`config.mk`:
```
export PLATFORM = sky130hd
export DESIGN_NAME = sgb_burst_gen
export DESIGN_NICKNAME = d
export VERILOG_FILES = /design/src/rtl/sgb_pkg.sv /design/src/rtl/sgb_desc_gather.sv /design/src/rtl/sgb_burst_split.sv /design/src/rtl/sgb_burst_gen.sv
export SDC_FILE = /design/constraint.sdc
export NUM_CORES = 1
export LEC_CHECK = 0
export BUFFER_PORTS_ARGS = -buffer_cell sky130_fd_sc_hd__clkbuf_2
export CAP_MARGIN = 20
export CORE_MARGIN = 8
export CORE_UTILIZATION = 55
export CTS_CLUSTER_DIAMETER = 60
export DETAILED_ROUTE_END_ITERATION = 8
export GPL_ROUTABILITY_DRIVEN = 0
export PLACE_DENSITY = 0.88
export SKIP_LAST_GASP = 1
export SYNTH_ARGS = -nofsm -noshare
export SYNTH_HDL_FRONTEND = slang
export SYNTH_SLANG_ARGS = --single-unit
export TNS_END_PERCENT = 20
```
`constraint.sdc`:
```
create_clock -name clk -period 9.58 [get_ports clk]
set_input_delay 1.437 -clock clk [delete_from_list [all_inputs] [get_ports clk]]
set_output_delay 1.437 -clock clk [all_outputs]
set_load 0.005 [all_outputs]
```
`src/rtl/sgb_pkg.sv`:
```
package sgb_pkg;
  typedef enum logic [2:0] {
    SG_IDLE,
    SG_FETCH,
    SG_GATHER,
    SG_SPLIT,
    SG_FINISH
  } sg_state_e;

  // 16-byte buffer descriptor, byte 0 in the least significant bits
  typedef struct packed {
    logic [31:0] count;
    logic [31:0] rsvd;
    logic [31:0] addr_hi;
    logic [31:0] addr_lo;
  } sg_desc_t;

  localparam int unsigned SG_HDR_BYTES  = 128;
  localparam int unsigned SG_DESC_SHIFT = 4;
endpackage

```
`src/rtl/sgb_desc_gather.sv`:
```
module sgb_desc_gather
  import sgb_pkg::*;
#(
  parameter int unsigned DW = 64
) (
  input  logic          clk,
  input  logic          rst_n,
  input  logic          beat_valid,
  input  logic [DW-1:0] beat_data,
  output sg_desc_t      desc_o,
  output logic          desc_valid_o
);
  localparam int unsigned BEATS = 128 / DW;
  localparam int unsigned BEATW = (BEATS > 1) ? $clog2(BEATS) : 1;

  logic [127:0]     word_q;
  logic [BEATW-1:0] beat_q;
  logic             valid_q;

  always_ff @(posedge clk) begin
    if (!rst_n) begin
      word_q  <= '0;
      beat_q  <= '0;
      valid_q <= 1'b0;
    end else begin
      valid_q <= 1'b0;
      if (beat_valid) begin
        word_q[beat_q*DW +: DW] <= beat_data;
        if (beat_q == BEATW'(BEATS - 1)) begin
          beat_q  <= '0;
          valid_q <= 1'b1;
        end else begin
          beat_q <= beat_q + 1'b1;
        end
      end
    end
  end

  assign desc_o       = word_q;
  assign desc_valid_o = valid_q;
endmodule

```
`src/rtl/sgb_burst_split.sv`:
```
module sgb_burst_split #(
  parameter int unsigned AW          = 64,
  parameter int unsigned CNTW        = 32,
  parameter int unsigned BURST_BYTES = 16,
  localparam int unsigned OFFW       = $clog2(BURST_BYTES),
  localparam int unsigned LENW       = OFFW + 1
) (
  input  logic            clk,
  input  logic            rst_n,
  input  logic            load,
  input  logic [AW-1:0]   load_addr,
  input  logic [CNTW-1:0] load_cnt,
  input  logic            step,
  output logic [AW-1:0]   addr_o,
  output logic [LENW-1:0] len_o,
  output logic            last_o
);
  // bytes left before the next burst-size boundary
  function automatic logic [LENW-1:0] room_to_boundary(input logic [AW-1:0] a);
    return LENW'(BURST_BYTES) - LENW'(a[OFFW-1:0]);
  endfunction

  function automatic logic [LENW-1:0] clip_len(input logic [CNTW-1:0] rem,
                                                input logic [LENW-1:0] room);
    return (rem < CNTW'(room)) ? rem[LENW-1:0] : room;
  endfunction

  logic [AW-1:0]   addr_q;
  logic [CNTW-1:0] rem_q;
  logic [LENW-1:0] len;

  assign len    = clip_len(rem_q, room_to_boundary(addr_q));
  assign addr_o = addr_q;
  assign len_o  = len;
  assign last_o = (rem_q == CNTW'(len));

  always_ff @(posedge clk) begin
    if (!rst_n) begin
      addr_q <= '0;
      rem_q  <= '0;
    end else if (load) begin
      addr_q <= load_addr;
      rem_q  <= load_cnt;
    end else if (step) begin
      addr_q <= addr_q + AW'(len);
      rem_q  <= rem_q - CNTW'(len);
    end
  end
endmodule

```
`src/rtl/sgb_burst_gen.sv`:
```
module sgb_burst_gen
  import sgb_pkg::*;
#(
  parameter int unsigned AW          = 64,
  parameter int unsigned DW          = 64,
  parameter int unsigned BURST_BYTES = 16,
  parameter int unsigned BLOCK_BYTES = 512,
  parameter int unsigned MAX_DESC    = 248,
  parameter int unsigned CNTW        = 32,
  localparam int unsigned IDXW       = $clog2(MAX_DESC + 1),
  localparam int unsigned LENW       = $clog2(BURST_BYTES) + 1,
  localparam int unsigned TOTW       = CNTW + IDXW
) (
  input  logic            clk,
  input  logic            rst_n,
  input  logic            start,
  input  logic [AW-1:0]   cmd_table,
  input  logic [IDXW-1:0] cmd_nbuf,
  input  logic            cmd_write,
  output logic            desc_rd_valid,
  input  logic            desc_rd_ready,
  output logic [AW-1:0]   desc_rd_addr,
  input  logic            desc_rsp_valid,
  input  logic [DW-1:0]   desc_rsp_data,
  output logic            brq_valid,
  input  logic            brq_ready,
  output logic [AW-1:0]   brq_addr,
  output logic [LENW-1:0] brq_len,
  output logic            brq_write,
  output logic            busy,
  output logic            done,
  output logic            error,
  output logic [TOTW-1:0] total_bytes
);
  localparam int unsigned BLKW = $clog2(BLOCK_BYTES);

  function automatic logic [AW-1:0] desc_addr_of(input logic [AW-1:0]   base,
                                                 input logic [IDXW-1:0] idx);
    return base + AW'(SG_HDR_BYTES) + (AW'(idx) << SG_DESC_SHIFT);
  endfunction

  function automatic logic [IDXW-1:0] clamp_count(input logic [IDXW-1:0] n);
    return (n > IDXW'(MAX_DESC)) ? IDXW'(MAX_DESC) : n;
  endfunction

  function automatic logic whole_blocks(input logic [TOTW-1:0] t);
    return t[BLKW-1:0] == '0;
  endfunction

  sg_state_e       state_q;
  logic [AW-1:0]   base_q;
  logic [IDXW-1:0] nbuf_q;
  logic [IDXW-1:0] idx_q;
  logic            write_q;
  logic [TOTW-1:0] total_q;

  sg_desc_t        desc;
  logic            desc_valid;
  logic [63:0]     desc_full_addr;
  logic            unused_rsvd;

  logic [AW-1:0]   split_addr;
  logic [LENW-1:0] split_len;

  // named internal events
  logic ev_desc_req_fire;
  logic ev_desc_arrive;
  logic ev_desc_empty;
  logic ev_burst_fire;
  logic ev_burst_last;
  logic ev_last_desc;
  logic ev_finish;

  assign desc_full_addr   = {desc.addr_hi, desc.addr_lo};
  assign unused_rsvd      = ^desc.rsvd;
  assign ev_desc_req_fire = desc_rd_valid && desc_rd_ready;
  assign ev_desc_arrive   = desc_valid && (state_q == SG_GATHER);
  assign ev_desc_empty    = ev_desc_arrive && (desc.count == '0);
  assign ev_burst_fire    = brq_valid && brq_ready;
  assign ev_last_desc     = (idx_q == nbuf_q - 1'b1);
  assign ev_finish        = (state_q == SG_FINISH);

  sgb_desc_gather #(.DW(DW)) u_gather (
    .clk         (clk),
    .rst_n       (rst_n),
    .beat_valid  (desc_rsp_valid && (state_q == SG_GATHER)),
    .beat_data   (desc_rsp_data),
    .desc_o      (desc),
    .desc_valid_o(desc_valid)
  );

  sgb_burst_split #(
    .AW         (AW),
    .CNTW       (CNTW),
    .BURST_BYTES(BURST_BYTES)
  ) u_split (
    .clk      (clk),
    .rst_n    (rst_n),
    .load     (ev_desc_arrive && !ev_desc_empty),
    .load_addr(desc_full_addr[AW-1:0]),
    .load_cnt (desc.count),
    .step     (ev_burst_fire),
    .addr_o   (split_addr),
    .len_o    (split_len),
    .last_o   (ev_burst_last)
  );

  always_ff @(posedge clk) begin
    if (!rst_n) begin
      state_q <= SG_IDLE;
      base_q  <= '0;
      nbuf_q  <= '0;
      idx_q   <= '0;
      write_q <= 1'b0;
      total_q <= '0;
    end else begin
      unique case (state_q)
        SG_IDLE: if (start) begin
          base_q  <= cmd_table;
          nbuf_q  <= clamp_count(cmd_nbuf);
          write_q <= cmd_write;
          idx_q   <= '0;
          total_q <= '0;
          state_q <= (clamp_count(cmd_nbuf) == '0) ? SG_FINISH : SG_FETCH;
        end
        SG_FETCH: if (ev_desc_req_fire) state_q <= SG_GATHER;
        SG_GATHER: if (ev_desc_arrive) begin
          total_q <= total_q + TOTW'(desc.count);
          if (!ev_desc_empty) begin
            state_q <= SG_SPLIT;
          end else if (ev_last_desc) begin
            state_q <= SG_FINISH;
          end else begin
            idx_q   <= idx_q + 1'b1;
            state_q <= SG_FETCH;
          end
        end
        SG_SPLIT: if (ev_burst_fire && ev_burst_last) begin
          if (ev_last_desc) begin
            state_q <= SG_FINISH;
          end else begin
            idx_q   <= idx_q + 1'b1;
            state_q <= SG_FETCH;
          end
        end
        SG_FINISH: state_q <= SG_IDLE;
        default:   state_q <= SG_IDLE;
      endcase
    end
  end

  assign desc_rd_valid = (state_q == SG_FETCH);
  assign desc_rd_addr  = desc_addr_of(base_q, idx_q);
  assign brq_valid     = (state_q == SG_SPLIT);
  assign brq_addr      = split_addr;
  assign brq_len       = split_len;
  assign brq_write     = write_q;
  assign busy          = (state_q != SG_IDLE);
  assign done          = ev_finish && whole_blocks(total_q);
  assign error         = ev_finish && !whole_blocks(total_q);
  assign total_bytes   = total_q;
endmodule

```
==> out/metrics.cfg <==
[yosys]
netlist_top_cells_count = nand2_1, dfxtp_1, a21oi_1
synth_area_sq_um = 17500
netlist_instances = 2228
synth_cell_type_count = 88
synth_top_area_frac = 0.364
ys_top_cells_by_area = dfxtp_1, nand2_1, a21oi_1
syn_nets = 2432
yosysWarningCount = 0
ys.flop_type = dfxtp_1
synth_edf_count = 0
ys_seq_area_frac = 0.364
ys_ff_latch = 318
syn_avg_cell_area_sq_um = 7.84
yosysMostFrequentCell = nand2_1
synthArstFlopShare = 0
synth_top_cell_by_area = dfxtp_1

[place]
pre_cts_slack_ps = 3620
dp.cells = 2832
io_buffers = 321
dp_hpwl_mm = 40.6

[grt]
grt_pass1_wl_mm = 92.0
gr-usage-all-layers = 0.287
antenna_found_initial = 0
grt_overflow_total = 0
grt_pass1_vias = 18000
grt_max_degree = 180

[critical_path]
crit_path_max_fanout = 30
required_ps = 10030
startpoint_type = register
crit_arrival_ps = 6520
crit_type = reg -> reg
end_kind = register

[clocking]
root_buffer = clkbuf_16
htreeDepth = 2
cts.repair.resized = 0
holdBufCountCts = 0
clock_path_buffers = 3
clock_latency_ps = 530
cts_buffers = 37
cts.sinks = 318
cts_tree = done
cts.clk_slew.worst_paths_ps = 60
post_cts_buffers = 0

[die]
die_w_um = 194
io_pins = 322
die-area_sq_um = 37700
row_count = 65
start_util = 0.557
die_height_um = 194
core_sq_um = 31400

[sta]
worstMarginPinSlew_ps = 935
max_freq_mhz = 165
setup_viol = 0
fin_crit_ps = 6070
hold_viol_final = 0
slew_headroom = 0.376
timing.setup.tns_ps = 0
setup_ws_ps = 3510
rsz0062_at_grt = no
post-route-period-util = 0.634
finClkSkew_ps = 26.4
slew_viol_final = 0

[route]
drt_pass1_iterations = 6
first_iter_violations = 1867
viasPerCell = 6.42
vias = 18600
wirelength_mm = 57.4
routedWlPerCell_um = 19.8
drc = 0
final_antenna_net_count = 0

[power]
p_leak_uw = 0.00836
power_density_nw_per_um2 = 174
irDropWorstVdd_v = 0.000124

[min_path]
hold_path.class = reg -> reg

[layout]
drive_above_1_share = 0.182
final_nets = 2674
seq_area_sq_um = 6370
area_delta_synth_final_pct = 17.1
finalNonFillerCells = 2896
n_fill_cell = 2572
num_antenna_cells = 0
multi_input_area_sq_um = 10500

[outcome]
status = finished, final reports clean

[flow_run]
maxCapViolations = 0

-- placed cells by master (no fill, tap or decap), drive strengths merged, types with 42 or more instances in the layout --
cell type and n:
ha 59, xor2 57, nand3 60, o21ai 73, xnor2 48, clkbuf 368, nor2 105, nand2 477
a31oi 58, dfxtp 318, inv 42, a21oi 240
-- metrics by stage --
stage / power, uW / util / instance area (sq um) / hold WS, ps
floorplan: 1910 / - / 17500 / 432
global placement: 2120 / 0.613 / 19200 / 438
detailed placement: 2140 / 0.613 / 19200 / 442
CTS: 3560 / 0.652 / 20500 / 455
global route: 3700 / 0.652 / 20500 / 478
finish: 3560 / 0.652 / 20500 / 453
-- worst max-delay path: stages, from the launching register on --
cell       delay [ps]
dfxtp_1           560
inv_1             140
ha_1              420
inv_1             100
ha_1              300
a211oi_1          290
o41ai_2           160
a211oi_2          820
o21ai_0           170
ha_1              410
and2_1            200
o21a_1            170
nand2_1            60
a2111oi_0         380
a311o_1           260
maj3_1            190
buf_4             340
nand4_2           270
or4_1             560
a31oi_1           180
-- sequential cells by signal, indices dropped and copies added (netlist names) --
register / cells
idx_q: 8
u_gather.desc_o: 96
total_bytes: 40
u_gather.desc_valid_o: 1
u_gather.beat_q: 1
u_split.addr_o: 64
nbuf_q: 8
u_split.rem_q: 32
state_q: 3
brq_write: 1
base_q: 64
-- path summary, 6_finish.rpt --
| check | from | to | slack [ps] | cells after the start |
|---|---|---|---|---|
| worst max-delay path | u_split.addr_o[1] | u_split.addr_o[51] | 3510 | 19 |
| worst max register to register | u_split.addr_o[1] | u_split.addr_o[51] | 3510 | 19 |
| worst min register to register | base_q[3] | base_q[3] | 450 | 2 |
| worst min-delay path | base_q[3] | base_q[3] | 450 | 2 |
-- area by class of cell --
| class | instances | share of cell area |
|---|---|---|
| clock buffers | 47 | 0.0495 |
| well taps | 402 | 0.0246 |
| clock inverters | 16 | 0.0101 |
| repair buffers | 342 | 0.0868 |
| inverters | 39 | 0.00740 |
| flip-flops and latches | 318 | 0.311 |
| multi-input cells | 1732 | 0.511 |
-- layer usage --
metal / global-route usage / up-vias / part of all wire
met4: 0.160 / 0 / 0.053
met3: 0.0646 / 235 / 0.11
met5: 0 / - / 0
met2: 0.475 / 1130 / 0.46
li1: - / 8544 / -
met1: 0.342 / 8689 / 0.38
-- cells by family (layout without fill, tap and decap cells) --
kind of cell,Yosys count,in the layout,synth area share
simple gates,918,918,0.248
compound gates,622,622,0.233
flops,318,318,0.364
buf+inv,178,444,0.0403
xor+xnor,105,105,0.0526
fa+ha+maj,65,65,0.0468
mux,22,22,0.0147
-- power breakdown --
part	internal (uW)	total [uW]	leakage [uW]	switching [uW]
combinational	216	625	0.00520	409
sequential	1410	1500	0.00257	86.1
clock	859	1430	0.000592	572
No activity file was read; power rests on OpenSTA's default activity.
